**src/rtl/trap_pkg.sv**
```systemverilog
package trap_pkg;

  typedef enum logic [1:0] {
    SRC_NONE  = 2'd0,
    SRC_IRQ   = 2'd1,
    SRC_SYNC  = 2'd2,
    SRC_RESET = 2'd3
  } trap_src_e;

  localparam int unsigned TT_W = 8;

  localparam logic [TT_W-1:0] TT_RESET    = 8'h00;
  localparam logic [TT_W-1:0] TT_IRQ_BASE = 8'h10;

  typedef struct packed {
    trap_src_e       src;
    logic            take;
    logic            to_err;
    logic [TT_W-1:0] tt;
  } trap_decision_t;

endpackage

```
**src/rtl/trap_arbiter.sv**
```systemverilog
module trap_arbiter
  import trap_pkg::*;
#(
  parameter int unsigned IRQ_W = 4
) (
  input  logic             et_i,
  input  logic             err_i,
  input  logic             reset_req_i,
  input  logic             sync_req_i,
  input  logic [TT_W-1:0]  sync_tt_i,
  input  logic [IRQ_W-1:0] irl_i,
  input  logic [IRQ_W-1:0] pil_i,
  output trap_decision_t   dec_o
);

  logic irq_ok;

  // Strictly above the mask; level 0 can never pass.
  assign irq_ok = et_i && !err_i && (irl_i > pil_i);

  always_comb begin
    dec_o        = '0;
    dec_o.src    = SRC_NONE;
    if (reset_req_i) begin
      dec_o.src  = SRC_RESET;
      dec_o.take = 1'b1;
      dec_o.tt   = TT_RESET;
    end else if (err_i) begin
      dec_o.src  = SRC_NONE;
    end else if (sync_req_i) begin
      if (et_i) begin
        dec_o.src  = SRC_SYNC;
        dec_o.take = 1'b1;
        dec_o.tt   = sync_tt_i;
      end else begin
        dec_o.to_err = 1'b1;
      end
    end else if (irq_ok) begin
      dec_o.src  = SRC_IRQ;
      dec_o.take = 1'b1;
      dec_o.tt   = TT_IRQ_BASE + TT_W'(irl_i);
    end
  end

endmodule

```
**src/rtl/trap_psw_edit.sv**
```systemverilog
module trap_psw_edit #(
  parameter int unsigned NWIN = 8,
  localparam int unsigned CW  = (NWIN > 1) ? $clog2(NWIN) : 1
) (
  input  logic          s_i,
  input  logic [CW-1:0] cwp_i,
  output logic          et_o,
  output logic          ps_o,
  output logic [CW-1:0] cwp_o
);

  assign et_o = 1'b0;
  assign ps_o = s_i;

  generate
    if ((NWIN & (NWIN - 1)) == 0) begin : g_pow2
      assign cwp_o = cwp_i - 1'b1;
    end else begin : g_wrap
      assign cwp_o = (cwp_i == '0) ? CW'(NWIN - 1) : cwp_i - 1'b1;
    end
  endgenerate

endmodule

```
**src/rtl/trap_vector_calc.sv**
```systemverilog
module trap_vector_calc
  import trap_pkg::*;
#(
  parameter int unsigned AW     = 32,
  parameter int unsigned TT_LSB = 4,
  localparam int unsigned TT_MSB = TT_LSB + TT_W - 1
) (
  input  trap_decision_t dec_i,
  input  logic [AW-1:0]  pc_i,
  input  logic [AW-1:0]  npc_i,
  input  logic [AW-1:0]  tbr_i,
  output logic [AW-1:0]  tbr_o,
  output logic [AW-1:0]  pc_o,
  output logic [AW-1:0]  npc_o,
  output logic [AW-1:0]  save_pc_o,
  output logic [AW-1:0]  save_npc_o
);

  localparam logic [AW-1:0] STEP = AW'(4);

  always_comb begin
    tbr_o                  = '0;
    tbr_o[AW-1:TT_MSB+1]   = tbr_i[AW-1:TT_MSB+1];
    tbr_o[TT_MSB:TT_LSB]   = dec_i.tt;
  end

  always_comb begin
    if (dec_i.src == SRC_RESET) begin
      pc_o  = '0;
      npc_o = STEP;
    end else begin
      pc_o  = tbr_o;
      npc_o = tbr_o + STEP;
    end
  end

  // Interrupts let the current instruction finish; others restart it.
  always_comb begin
    if (dec_i.src == SRC_IRQ) begin
      save_pc_o  = npc_i;
      save_npc_o = npc_i + STEP;
    end else begin
      save_pc_o  = pc_i;
      save_npc_o = npc_i;
    end
  end

endmodule

```
**src/rtl/trap_entry_ctrl.sv**
```systemverilog
module trap_entry_ctrl
  import trap_pkg::*;
#(
  parameter int unsigned AW    = 32,
  parameter int unsigned NWIN  = 8,
  parameter int unsigned IRQ_W = 4,
  localparam int unsigned CW   = (NWIN > 1) ? $clog2(NWIN) : 1
) (
  input  logic             clk_i,
  input  logic             rst_i,
  input  logic             et_i,
  input  logic             s_i,
  input  logic             ps_i,
  input  logic [CW-1:0]    cwp_i,
  input  logic [IRQ_W-1:0] pil_i,
  input  logic [AW-1:0]    pc_i,
  input  logic [AW-1:0]    npc_i,
  input  logic [AW-1:0]    tbr_i,
  input  logic             sync_req_i,
  input  logic [TT_W-1:0]  sync_tt_i,
  input  logic             reset_req_i,
  input  logic [IRQ_W-1:0] irl_i,
  output logic             et_o,
  output logic             s_o,
  output logic             ps_o,
  output logic [CW-1:0]    cwp_o,
  output logic [IRQ_W-1:0] pil_o,
  output logic [AW-1:0]    pc_o,
  output logic [AW-1:0]    npc_o,
  output logic [AW-1:0]    tbr_o,
  output logic [AW-1:0]    save_pc_o,
  output logic [AW-1:0]    save_npc_o,
  output logic             taken_o,
  output logic             err_o
);

  trap_decision_t dec;
  logic           ed_et, ed_ps;
  logic [CW-1:0]  ed_cwp;
  logic [AW-1:0]  v_tbr, v_pc, v_npc, v_spc, v_snpc;

  trap_arbiter #(.IRQ_W(IRQ_W)) u_arb (
    .et_i        (et_i),
    .err_i       (err_o),
    .reset_req_i (reset_req_i),
    .sync_req_i  (sync_req_i),
    .sync_tt_i   (sync_tt_i),
    .irl_i       (irl_i),
    .pil_i       (pil_i),
    .dec_o       (dec)
  );

  trap_psw_edit #(.NWIN(NWIN)) u_psw (
    .s_i   (s_i),
    .cwp_i (cwp_i),
    .et_o  (ed_et),
    .ps_o  (ed_ps),
    .cwp_o (ed_cwp)
  );

  trap_vector_calc #(.AW(AW)) u_vec (
    .dec_i      (dec),
    .pc_i       (pc_i),
    .npc_i      (npc_i),
    .tbr_i      (tbr_i),
    .tbr_o      (v_tbr),
    .pc_o       (v_pc),
    .npc_o      (v_npc),
    .save_pc_o  (v_spc),
    .save_npc_o (v_snpc)
  );

  always_ff @(posedge clk_i) begin
    if (rst_i) begin
      et_o       <= 1'b0;
      s_o        <= 1'b0;
      ps_o       <= 1'b0;
      cwp_o      <= '0;
      pil_o      <= '0;
      pc_o       <= '0;
      npc_o      <= '0;
      tbr_o      <= '0;
      save_pc_o  <= '0;
      save_npc_o <= '0;
      taken_o    <= 1'b0;
      err_o      <= 1'b0;
    end else begin
      s_o     <= s_i;
      pil_o   <= pil_i;
      taken_o <= dec.take;
      if (dec.take) begin
        et_o       <= ed_et;
        ps_o       <= ed_ps;
        cwp_o      <= ed_cwp;
        pc_o       <= v_pc;
        npc_o      <= v_npc;
        tbr_o      <= v_tbr;
        save_pc_o  <= v_spc;
        save_npc_o <= v_snpc;
      end else begin
        et_o  <= et_i;
        ps_o  <= ps_i;
        cwp_o <= cwp_i;
        pc_o  <= pc_i;
        npc_o <= npc_i;
        tbr_o <= tbr_i;
      end
      if (dec.src == SRC_RESET) err_o <= 1'b0;
      else if (dec.to_err)      err_o <= 1'b1;
    end
  end

  assert_et_clear_R1: assert property (@(posedge clk_i) disable iff (rst_i)
    taken_o |-> !et_o);

  assert_ps_copy_R2: assert property (@(posedge clk_i) disable iff (rst_i)
    taken_o |-> (ps_o == $past(s_i)) && (s_o == $past(s_i)));

  assert_cwp_wrap_R3: assert property (@(posedge clk_i) disable iff (rst_i)
    taken_o |-> cwp_o == (($past(cwp_i) == '0) ? CW'(NWIN - 1)
                                               : CW'($past(cwp_i) - 1'b1)));

  assert_vector_R6: assert property (@(posedge clk_i) disable iff (rst_i)
    (taken_o && !$past(reset_req_i)) |-> (pc_o == tbr_o) && (npc_o == tbr_o + AW'(4)));

  assert_irq_gate_R8: assert property (@(posedge clk_i) disable iff (rst_i)
    (taken_o && !$past(reset_req_i) && !$past(sync_req_i))
      |-> $past(et_i) && ($past(irl_i) > $past(pil_i)));

  assert_mask_kept_R9: assert property (@(posedge clk_i) disable iff (rst_i)
    taken_o |-> pil_o == $past(pil_i));

  assert_err_no_trap_R10: assert property (@(posedge clk_i) disable iff (rst_i)
    $rose(err_o) |-> !taken_o);

  assert_err_sticky_R11: assert property (@(posedge clk_i) disable iff (rst_i)
    (err_o && !reset_req_i) |=> (err_o && !taken_o));

endmodule

```
**config.mk**
```make
export PLATFORM = sky130hd
export DESIGN_NAME = trap_entry_ctrl
export DESIGN_NICKNAME = d
export VERILOG_FILES = /design/src/rtl/trap_pkg.sv /design/src/rtl/trap_arbiter.sv /design/src/rtl/trap_psw_edit.sv /design/src/rtl/trap_vector_calc.sv /design/src/rtl/trap_entry_ctrl.sv
export SDC_FILE = /design/constraint.sdc
export NUM_CORES = 1
export LEC_CHECK = 0
export BUFFER_PORTS_ARGS = -buffer_cell sky130_fd_sc_hd__clkbuf_2
export CAP_MARGIN = 20
export CORE_MARGIN = 5
export CORE_UTILIZATION = 47
export DETAILED_ROUTE_END_ITERATION = 10
export MAX_ROUTING_LAYER = met4
export PLACE_DENSITY = 0.83
export SETUP_SLACK_MARGIN = 0.2
export SYNTH_ARGS = -nofsm -noshare
export SYNTH_HDL_FRONTEND = slang
export SYNTH_SLANG_ARGS = --single-unit
```
**constraint.sdc**
```tcl
create_clock -name clk_i -period 3 [get_ports clk_i]
set_input_delay 0.6 -clock clk_i [delete_from_list [all_inputs] [get_ports clk_i]]
set_output_delay 0.6 -clock clk_i [all_outputs]
set_load 0.03 [all_outputs]
```
---- Yosys cells after proc, flatten, opt, wreduce, memory -nomap -nowiden ----
Index checks and enable logic that the tools add are counted.
storage, ports and cells
  word-level logic and storage cells ...... 47
  bits of input ports ..................... 122
  output and inout port bits .............. 172
  flip-flop bits (word level) ............. 172
operators by class
  $lt $le $gt $ge ......................... 1
  $add $sub $neg .......................... 4
  multiplexer cells ....................... 22
  equality and inequality tests ........... 2
  reduce and logical (&&, ||, !) cells .... 5
operators with widths
  operator                                                               count
  32-bit two-way mux                                                     6
  32-bit by 3-bit adder with 32-bit output, second input constant        2
  8-bit two-way mux                                                      4
  12-bit two-way mux                                                     1
  3-bit two-way mux                                                      4
  10-bit two-way mux                                                     1
  5-bit by 4-bit adder with 6-bit output, first input constant           1
  4-bit greater-than comparator                                          1
  1-bit two-way mux                                                      4
  2-bit two-way mux                                                      2
  2-bit OR reduction                                                     2
  3-bit by 1-bit subtractor with 3-bit output, second input constant     1
  2-bit by 1-bit equality test with 1-bit output, second input constant  1
  2-bit equality test, second input constant                             1
  1-bit logical AND                                                      2
  1-bit zero test                                                        1

---- Logic depth before layout (Yosys ltp) ----
Gate-level depths: netlist of run 1.
  word-level depth ........................ 10
  mapped depth ............................ 9
  gate-level depth less buffers ........... 7

---- Hierarchy ----
Synthesis of run 1 repeated with hierarchy kept, for this count alone.
unflattened totals
  cells, all modules ...................... 806
  area, all modules ....................... 8171.6 µm²
by module, submodules not included
  module            cells an instance  area an instance (µm²)  seq. area each (µm²)  times used
  trap_entry_ctrl   548                6174.7                  3443.3                1
  trap_vector_calc  220                1696.6                  0.0                   1
  trap_arbiter      30                 249.0                   0.0                   1
  trap_psw_edit     8                  51.3                    0.0                   1

---- Worst setup path after synthesis of run 1 ----
Ideal clock, no wire load.
  path type ............................... in2reg
  start ................................... input port pil_i[1]
  end ..................................... register save_npc_o[13]
  cell stages on the path ................. 9
  data arrival time ....................... 2.407 ns
  library setup time ...................... 0.091 ns
  data required time ...................... 2.909 ns
  setup slack ............................. 0.502 ns
  buffers on the path ..................... 2
  path through ............................ inv_1 > ha_1 > nor2b_1 > o211ai_1 > a211o_1 > clkbuf_1 > clkbuf_1 > o21ai_0 > a311oi_1
on the way
  cells in the longest elaborated chain, start to end .. 8
  elaborated cells on any way between the ends .. 9
  those cells by class .................... order compare (1); eq/ne (1); mux (6); reduce/logical (1)
RTL lines
  item                                            RTL line                text
  start: declaration                              trap_entry_ctrl.sv:15   input logic [IRQ_W-1:0] pil_i,
  4-bit greater-than comparator (*)               trap_arbiter.sv:19      assign irq_ok = et_i && !err_i && (irl_i > pil_i);
  1-bit logical AND (*)                           trap_arbiter.sv:19
  2-bit two-way mux (*)                           trap_arbiter.sv:38      end else if (irq_ok) begin
  3-bit two-way mux (*)                           trap_arbiter.sv:30      end else if (sync_req_i) begin
  2-bit two-way mux                               trap_arbiter.sv:28      end else if (err_i) begin
  3-bit two-way mux (*)                           trap_arbiter.sv:24      if (reset_req_i) begin
  2-bit by 1-bit equality test with 1-bit output  trap_vector_calc.sv:39  if (dec_i.src == SRC_IRQ) begin
  32-bit two-way mux                              trap_vector_calc.sv:39
  end signal: assignment                          trap_entry_ctrl.sv:99   save_npc_o <= v_snpc;
  end: declaration                                trap_entry_ctrl.sv:32   output logic [AW-1:0] save_npc_o,
Every way passes the cells marked *; elsewhere a longest branch is shown, timed or not.
A chain may end at the register's enable or synchronous reset.

---- Final worst setup path of run 1 ----
  start ................................... input port pil_i[1]
  end ..................................... register save_npc_o[25]
Same word-level chain as after synthesis.

==> results of run 1 <==
## sequential cells by signal, summed over array words and instances, names as in the netlist
register,flops
tbr_o,32
s_o,1
pil_o,4
save_npc_o,32
save_pc_o,32
taken_o,1
ps_o,1
npc_o,32
et_o,1
err_o,1
pc_o,32
cwp_o,3
## worst paths after layout
kind / startpoint / to / slack [ps] / cells past startpoint
setup / recovery: pil_i[1] / save_npc_o[25] / 620 / 9
setup reg to reg: err_o / save_npc_o[25] / 690 / 6
hold reg to reg: save_npc_o[1] / save_npc_o[1] / 460 / 2
hold / removal: tbr_i[5] / tbr_o[5] / 370 / 2
## power breakdown
group / leakage (nW) / internal, W / switching (W)
logic: 2.46 / 0.000375 / 0.000814
registers: 1.43 / 0.00246 / 0.0000675
clock network: 0.271 / 0.00119 / 0.000889
## Yosys cell counts, drive strengths merged, types with 7 or more instances
| cell | n | area share (%) |
|---|---|---|
| a211oi | 45 | 5.1 |
| a21o | 16 | 1.8 |
| a21oi | 54 | 4.0 |
| a22o | 9 | 1.2 |
| a311oi | 15 | 2.0 |
| and2 | 12 | 1.1 |
| and4 | 11 | 1.5 |
| buf | 10 | 0.67 |
| clkbuf | 45 | 2.5 |
| dfxtp | 172 | 52 |
| inv | 14 | 0.79 |
| mux2i | 37 | 5.5 |
| nand2 | 84 | 4.7 |
| nand3 | 11 | 0.82 |
| nand4 | 9 | 0.84 |
| nor2 | 76 | 4.3 |
| nor2b | 23 | 2.2 |
| nor3 | 7 | 0.52 |
| nor4 | 8 | 0.75 |
| o21ai | 8 | 0.60 |
| o31ai | 8 | 0.90 |
| or3 | 11 | 1.0 |
| or4 | 9 | 1.0 |
## metal layers
layer	vias to the layer above	share of wire [%]
met2	275	50
met5	-	0
met3	35	7.7
met4	0	2.4
met1	3087	40
li1	3162	-
## cells by family after synthesis
group / count (synthesis) / share of synthesized area, %
buf+inv: 69 / 4.01
compound gates: 174 / 18.1
fa+ha+maj: 6 / 1.12
xor+xnor: 2 / 0.262
mux: 37 / 5.54
simple gates: 268 / 19.5
flops: 172 / 51.5
## metrics by stage
stage	cell area, um^2	setup WS [ps]
after floorplan	6690	502
after global placement	8440	280
final	8990	622
after CTS	8990	641
after detailed placement	8440	198
after global routing	8990	536
## critical path: stages
cell and delay, ps:
clkbuf_2 80, inv_1 40, ha_1 290, nor2b_1 180
o211ai_1 260, a211o_1 380, buf_12 160, or4_1 470
a311oi_1 250
## placed cells by master, fill, tap and decap left out, types with 6 or more instances in the layout
cell         n
dfxtp_1    172
and4_1       9
nor3_1       7
nor4_1       8
clkbuf_2   292
clkbuf_16   17
and2_1      12
nand4_1      9
or3_1       11
nor2_1      74
or4_1        9
inv_1       14
nand2_1     84
a211oi_1    44
nor2b_1     23
o31ai_1      8
o21ai_0      7
mux2i_1     37
buf_12       6
a311oi_1    15
a22o_1       9
buf_4       14
nand3_1     11
a21oi_1     52
ha_1         6
a21o_1      16
## final cells by class
| type | instances | area, um^2 | area share (%) |
|---|---|---|---|
| Inverter | 14 | 52.6 | 0.584 |
| Clock inverter | 9 | 87.6 | 0.974 |
| Clock buffer | 23 | 468 | 5.20 |
| Sequential cell | 172 | 3440 | 38.3 |
| Multi-Input combinational cell | 487 | 3030 | 33.7 |
| Timing Repair Buffer | 312 | 1690 | 18.8 |
| Tap cell | 180 | 225 | 2.50 |
==> results by group, run 1 <==
Status
  • Status: complete, no violations

Timing
  • RSZ-0062 raised after global routing: no
  • Slew Limit Fails: 0
  • Skew final: 4.96 ps
  • Final Critical Period: 2380 ps
  • Hold WS: 365 ps
  • Measured slew at the worst slew-check pin: 648 ps
  • Final setup fails: 0
  • Total Neg Setup Slack: 0 ps
  • F_max: 421 MHz
  • Count of final hold-check violations: 0
  • Fin crit share: 79.3%
  • Slew HR: a little under three fifths

Synth
  • Mapped Area: roughly 6700 um^2
  • Number of synthesized flops with an enable pin: 0
  • Number of distinct library cells after synthesis: 44
  • Synthesis-stage register bit count: approximately 170
  • Post-synthesis cell count: 728
  • Synth warn: 0
  • Register area share after synthesis: 51.5%
  • Mapped Nets: 856
  • Share of synthesized flip-flops with an asynchronous set or reset: 0%
  • Post-synth top flop: dfxtp_1
  • Avg Cell Area, Syn: 9.18 um^2

Final layout
  • Final Util: 64.5%
  • Antenna diodes: 0
  • Fin cells: 1197
  • Layout Nets: 1132
  • Layout cell share with drive strength beyond 1: 34.2%
  • Fillers: 1174
  • Layout overhead on the synthesized area: 34.5%

Routing
  • Post-route ant nets: 0
  • Routed wire length: 20600 um
  • Starting DRT DRC Count: between 300 and 400
  • DR vias: 6559
  • Pre-Repair DR Iteration Count: 5
  • Wire per inst: ~17 um
  • Remaining DRCs: 0
  • Via-to-Cell Ratio: 5.48

GRT
  • GR peak layer: met2
  • Initial antenna violation count: 0
  • Met2 Resource Use GR: approximately two fifths
  • Global routing usage on met1: between 20 and 30%
  • Number of global-route vias before repair: a little over 6000
  • Total gr overflow: 0
  • Largest net degree at the start of global routing: 58
  • Total track usage: between 20% and 30%
  • Global-route wire length before repair: about 31000 um
  • GRT met3 Usage: 6.35%

CTS
  • Num CTS Buffers: 17
  • CTS clk-pin slew, worst paths: 60 ps
  • Post-CTS setup buffer count: 0
  • Number of hold buffers added after CTS: 0
  • H-tree Lvls: 4
  • Skew-Pair Late Insertion Delay: 420 ps
  • Clock sink total: 172
  • Resized cells post-CTS: 0
  • CTS Buffer Depth: 2
  • CTS Root Cell: clkbuf_16
  • CTS tree: done

Worst setup path
  • CP arrival: 2720 ps
  • CP required: 3340 ps
  • Startpoint types: input pin
  • Critical path type: input pin to flop
  • Critical Path End Type: flop
  • Crit-path max FO: 20

Placement
  • GP Congestion: 0.884
  • HPWL Detailed: roughly 15000 um
  • I/O Buffers: between 200 and 300
  • Post-Place Cells: about 1200

Power and ir drop
  • Power Density: 645 nW/um^2
  • Maximum VDD drop: 523 uV
  • Final Power: 0.00580 W
  • Leak pwr: 4.16 nW

Die
  • IO Pins: 294
  • Core area: 13900 um^2
  • Die H: 129 um
  • Site Rows: 43
  • Die X: 129 um
  • Die area: 16700 um^2
  • Initial Util: 48.0%

Min path
  • Hold Path Class: input pin to flop

Job
  • MaxCap Viol Count: 0
No activity file was read; power rests on OpenSTA's default activity.
==> inputs of run 2 (changes only) <==
- CORE_UTILIZATION: 47 -> 43
- PLACE_DENSITY: 0.83 -> 0.81
- clock period: 3 -> 1.9 ns (I/O delays scaled with it)
==> run 2 against run 1 <==
  * The run now ends with setup timing left
  * Wire length up 20%
  * Combinational power is 110% higher
  * Sequential cell count unchanged
  * Largest cell class is now multi-input gates
  * Highest routed layer unchanged
==> results by group, run 2 (synthesized netlist as in run 1, its figures left out) <==
Die
  • Die area: between 15000 and 20000 um^2
  • Die X: 135 um
  • IO Pins: 294
  • Site Rows: 45
  • Core area: 15200 um^2
  • Initial Util: a little over two fifths
  • Die H: 135 um

Worst setup path
  • Startpoint types: input pin
  • Critical path type: input pin to flop
  • Slowest CP cell: or4_4
  • Crit-path max FO: 8
  • Reg2Reg Capture Point: save_npc_o[13]
  • Critical Path End Type: flop
  • CP arrival: ~2300 ps
  • Worst r2r src: err_o
  • Delay-heaviest family, CP: simple AND/OR/NAND/NOR gates
  • Worst path cell trace: clkbuf_16, inv_12, ha_4, nor2b_4, o211ai_1, buf_4, a21o_4, or4_4, a311oi_2
  • CP required: 2230 ps
  • R2R cell count: 7
  • Bufs and invs on worst path: 3
  • CP peak stage delay: 540 ps
  • FF-to-FF setup slack: -80 ps

CTS
  • CTS Root Cell: clkbuf_16
  • Clock sink total: around 170
  • CTS Buffer Depth: 2
  • CTS clk-pin slew, worst paths: 70 ps
  • H-tree Lvls: 4
  • CTS tree: done
  • Num CTS Buffers: 17
  • Skew-Pair Late Insertion Delay: 420 ps
  • Number of hold buffers added after CTS: 0

Routing
  • Pre-Repair DR Iteration Count: 4
  • Wire per inst: 18.9 um
  • Remaining DRCs: 0
  • Post-route ant nets: 0
  • DR vias: a little over 7000
  • Starting DRT DRC Count: 367
  • Via-to-Cell Ratio: 5.44
  • Routed wire length: 24600 um

GRT
  • Total track usage: 25.7%
  • Number of global-route vias before repair: 6895
  • Total gr overflow: 0
  • Largest net degree at the start of global routing: 62
  • Initial antenna violation count: 1
  • Global-route wire length before repair: 35800 um

Placement
  • I/O Buffers: a little under 300
  • HPWL Detailed: 16500 um
  • Dpl cell area: approximately 9200 um^2
  • GP Congestion: 0.857

Power and ir drop
  • Final Power: approximately 0.01 W
  • Int Pwr: ~0.0068 W
  • Seq pwr share: 40.2%
  • Clk pwr share: 35.2%
  • Switching power: ~0.0032 W
  • Gate power share: 24.6%
  • Sw Share: 31.8%
  • Power Density: a little over 900 nW/um^2
  • Maximum VDD drop: 642 uV
  • Leak pwr: 5.02 nW

Timing
  • Total Neg Setup Slack: -638 ps
  • Count of final hold-check violations: 0
  • Final setup fails: 13
  • RSZ-0062 raised after global routing: yes
  • Slew Limit Fails: 0
  • Skew final: 7.61 ps
  • Fin crit share: 105%
  • F_max: 502 MHz
  • Worst setup margin: -91.6 ps
  • Measured slew at the worst slew-check pin: 547 ps
  • Hold WS: 149 ps
  • Slew HR: 63.5%
  • Final Critical Period: 1990 ps

Min path
  • Hold Crit Start: tbr_i[6]
  • Worst Hold Path Cells: 2
  • Hold Path Class: input pin to flop
  • Worst min-delay path endpoint: tbr_o[6]

Final layout
  • Layout Nets: 1233
  • Layout cell share with drive strength beyond 1: 51.7%
  • Leading cell type in the layout, fill and taps excluded: clkbuf_2
  • Layout overhead on the synthesized area: 61.9%
  • Fillers: 1132
  • Register area: 3440 um^2
  • Antenna diodes: 0
  • Multi-input logic area: 3730 um^2
  • Most frequent cells in the layout: clkbuf_2, dfxtp_1, buf_4, nor2_1, nand2_1
  • Final instance area: 10800 um^2

Status
  • Status: finished, violations left
  • Failing checks: setup timing

Job
  • MaxCap Viol Count: 0
run 2: cell types whose count changed in the layout (fill, tap and decap cells not counted), sizes merged:
| cell | change |
|---|---|
| clkinv | -1 |
| clkinvlp | +2 |
| buf | +94 |
| a211o | +1 |
| inv | +3 |
| bufbuf | +1 |
| bufinv | +1 |
run 2: repair_timing:
item / 4_1_cts / 5_1_grt
cloned: 5 / 6
setup buffers: 14 / 5
gates resized for setup: 42 / 107
pin swaps: 24 / 39
setup endpoints to repair: 127 / 144
run 2: stage by stage:
| step | cells | utilization, % | setup slack (ps) |
|---|---|---|---|
| finish | 1306 | 71.2 | -91.6 |
| global route | 1306 | 71.2 | -204 |
| CTS | 1295 | 67.0 | 18.8 |
| detailed placement | 1244 | 60.3 | -576 |
| global placement | 1244 | 60.3 | -517 |
| floorplan | 728 | - | -276 |
run 2: power groups by stage:
stage,Clock (W),Sequential [W],Combinational [W]
4_1_cts,0.00354,0.00399,0.00222
3_3_place_gp,0,0.00406,0.00202
6_report,0.00350,0.00400,0.00245
3_5_place_dp,0,0.00407,0.00205
5_1_grt,0.00372,0.00403,0.00259
2_1_floorplan,0,0.00464,0.000697
run 2: layout make-up:
type	count	share of cell area (%)
clock buffer	18	3.96
clock inverter	14	1.48
inverter	14	0.601
multi-input combinational	488	34.5
sequential	172	31.8
tap	188	2.17
timing repair buffer	412	25.5
run 2: per-layer routing:
| metal | GRT usage [%] | up-vias | part of all wire [%] |
|---|---|---|---|
| met3 | 6.11 | 50 | 7.8 |
| met2 | 42.9 | 295 | 50 |
| li1 | - | 3365 | - |
| met1 | 30.6 | 3398 | 40 |
| met4 | 8.37 | 0 | 2.2 |
| met5 | - | - | 0 |
run 2: how the worst max path moves through the flow:
stage          depth (start not counted)              to  startpoint  slack [ps]
2_1_floorplan                          7  save_npc_o[29]   npc_i[19]        -280
3_3_place_gp                           8  save_npc_o[25]    pil_i[1]        -520
3_5_place_dp                           9  save_npc_o[11]    pil_i[1]        -580
4_1_cts                                5  save_npc_o[25]       err_o          20
5_1_grt                                7  save_npc_o[13]       err_o        -200
6_report                               9  save_npc_o[10]    pil_i[1]         -90
run 2: worst reg2reg max path, stage by stage, from the launching register on:
cell,delay (ps)
dfxtp_2,330
nor3b_2,180
nand4_1,170
buf_4,180
buf_6,110
a211o_4,300
or3_1,390
a311oi_1,240
==> inputs of run 3 (changes only) <==
- ABC_AREA: not set -> 1
- MAX_ROUTING_LAYER: met4 -> not set
- PLACE_DENSITY: 0.81 -> 0.87
==> run 3 against run 2 <==
  * The run now ends clean
  * Worst setup slack better by 390 ps
  * Non-clock buffer count is 78 lower
  * Die area is 4.0% higher
  * Clock skew is 2.3 ps lower
  * Global-route usage is 0.51 points lower
  * Sequential power is 1% lower
==> results by group, run 3 <==
Status
  • Status: complete, no violations

GRT
  • GRT met3 Usage: under 10%
  • Number of global-route vias before repair: 6968
  • Total track usage: 25.1%
  • GR peak layer: met2
  • Global-route wire length before repair: around 37000 um
  • Total gr overflow: 0
  • Largest net degree at the start of global routing: 46
  • Initial antenna violation count: 0
  • Met2 Resource Use GR: 43.4%
  • Global routing usage on met1: 30.5%

Timing
  • Final setup fails: 0
  • F_max: 626 MHz
  • Total Neg Setup Slack: 0 ps
  • RSZ-0062 raised after global routing: no
  • Skew final: 5.36 ps
  • Slew HR: 73.2%
  • Slew Limit Fails: 0
  • Final Critical Period: 1600 ps
  • Measured slew at the worst slew-check pin: roughly 400 ps
  • Worst setup margin: 302 ps
  • Fin crit share: 84.1%
  • Count of final hold-check violations: 0

Worst setup path
  • Startpoint types: flop
  • Slowest CP cell: dfxtp_2
  • Critical Path End Type: flop
  • Critical path type: flop to flop
  • CP required: between 2000 and 2500 ps
  • Worst path cell trace: nor2_4, nand2_2, nor2_8, nand2_4, nand2_4, buf_4, nand3b_4, buf_12, o21ai_0
  • CP arrival: 1940 ps
  • CP peak stage delay: 360 ps
  • Top cell by count, worst path: nand2_4
  • Crit-path max FO: 29

Power and ir drop
  • Leak pwr: roughly 5.0 nW
  • Int Pwr: 0.00612 W
  • Gate power share: 18.8%
  • Maximum VDD drop: between 600 and 700 uV
  • Seq pwr share: 44.5%
  • Sw Share: 31.2%
  • Switching power: 0.00278 W
  • Clk pwr share: 36.7%
  • Power Density: around 940 nW/um^2
  • Final Power: 0.00890 W

Final layout
  • Layout cell share with drive strength beyond 1: 31.3%
  • Fin cells: 1485
  • Final Util: 59.8%
  • Leading cell type in the layout, fill and taps excluded: nand2_1
  • Fillers: 1445
  • Antenna diodes: 0
  • Layout Nets: 1385
  • Most frequent cells in the layout: nand2_1, clkbuf_2, dfxtp_1, nor2_1, inv_1
  • Layout overhead on the synthesized area: 36.3%

Synth
  • Synthesis-stage register bit count: 172
  • Mapped Area: 6970 um^2
  • Avg Cell Area, Syn: 7.36 um^2
  • Synth warn: 0
  • Post-synthesis cell count: 947
  • Number of synthesized flops with an enable pin: 0
  • Dominant cell type by area after synthesis: dfxtp_1
  • Top area cells in the synthesized netlist: dfxtp_1, nand2_1, nor2_1
  • Post-synth top flop: dfxtp_1
  • Register area share after synthesis: 49.4%
  • Top-area cell type share of the netlist area: 49.4%
  • Share of synthesized flip-flops with an asynchronous set or reset: 0%
  • Top cells by count, synth: nand2_1, dfxtp_1, nor2_1
  • Mapped Nets: between 1000 and 1500
  • Number of distinct library cells after synthesis: 28
  • Top-count cell post-synth: nand2_1

CTS
  • CTS Root Cell: clkbuf_16
  • Clock sink total: 172
  • H-tree Lvls: 4
  • Skew-Pair Late Insertion Delay: 420 ps
  • CTS tree: done
  • CTS Buffer Depth: 2
  • CTS clk-pin slew, worst paths: 70 ps
  • Number of hold buffers added after CTS: 0
  • Post-CTS setup buffer count: 0
  • Num CTS Buffers: 17

Die
  • Core area: between 15000 and 20000 um^2
  • IO Pins: 294
  • Initial Util: 43.9%
  • Site Rows: 46
  • Die H: 137 um
  • Die X: 137 um
  • Die area: 18900 um^2

Min path
  • Hold Path Class: input pin to flop

Routing
  • Starting DRT DRC Count: about 480
  • Routed wire length: 24500 um
  • Wire per inst: 16.5 um
  • DR vias: 7327
  • Remaining DRCs: 0
  • Via-to-Cell Ratio: ~4.9
  • Pre-Repair DR Iteration Count: 5
  • Post-route ant nets: 0

Job
  • MaxCap Viol Count: 0

Placement
  • Worst slack, placed: -107 ps
  • HPWL Detailed: 19000 um
  • Post-Place Cells: around 1500
  • I/O Buffers: between 200 and 300
  • GP Congestion: ~0.92
==> run 3: cell count changes after synthesis, sizes merged, moves of 18 or more <==
cell / delta
nor2b: -23
inv: +75
clkbuf: -34
buf: +22
o22ai: +26
o211ai: +28
o21ai: +49
a21oi: -50
mux2i: -37
nand2: +285
a211oi: -45
nand3: +34
nor2: +18
==> run 3: area by class of cell <==
| class | count | area, um^2 | area share [%] |
|---|---|---|---|
| multi-input combinational | 643 | 3010 | 31.7 |
| timing repair buffer | 334 | 1900 | 20.0 |
| tap | 216 | 270 | 2.84 |
| clock inverter | 11 | 87.6 | 0.922 |
| clock buffer | 20 | 457 | 4.81 |
| inverter | 89 | 334 | 3.52 |
| sequential | 172 | 3440 | 36.2 |
==> run 3: path summary, 6_finish.rpt <==
path,from,endpoint,depth (start not counted),slack (ps)
min,tbr_i[1],tbr_o[1],3,150
max,err_o,tbr_o[4],9,300
max reg2reg,err_o,tbr_o[4],9,300
min reg2reg,save_pc_o[11],save_pc_o[11],2,450
==> run 3: per-layer routing <==
| metal | part of all wire (%) | vias up |
|---|---|---|
| met4 | 2.9 | 0 |
| met3 | 8.5 | 46 |
| met2 | 49 | 334 |
| met5 | 0 | - |
| li1 | - | 3608 |
| met1 | 40 | 3339 |
==> run 3: worst max-delay path: cells and delay by family (launching register included) <==
family,cells,cell delay (ps)
and+or+nand+nor,6,620
DFF,1,360
buffers and inverters,2,330
AOI/OAI and AO/OA,1,190
==> run 3: logic make-up after synthesis <==
family	Yosys count	share of synthesized area, %
adder cells (fa/ha/maj)	6	1.08
AO/OA/AOI/OAI	117	9.92
flip-flops	172	49.4
AND/OR/NAND/NOR	513	30.1
buffers and inverters	132	8.68
XOR/XNOR	7	0.879
==> run 3: repair_timing <==
item                                    in CTS  in global routing
hold endpoints to repair                     0                  0
gates resized for setup                      0                  3
endpoints found under the setup margin       0                  4
==> run 3: power by group through the flow <==
stage                     clock network [W]  registers [W]  logic, W
after global routing                0.00344        0.00397   0.00180
after detailed placement                  0        0.00403   0.00167
after CTS                           0.00330        0.00395   0.00168
after floorplan                           0        0.00452  0.000526
after global placement                    0        0.00402   0.00165
final                               0.00327        0.00395   0.00167
==> run 3: through the flow <==
step / area (um^2) / hold slack [ps]
CTS: 9500 / 135
finish: 9500 / 148
detailed placement: 8960 / 438
floorplan: 7090 / 459
global route: 9500 / 148
global placement: 8960 / 431
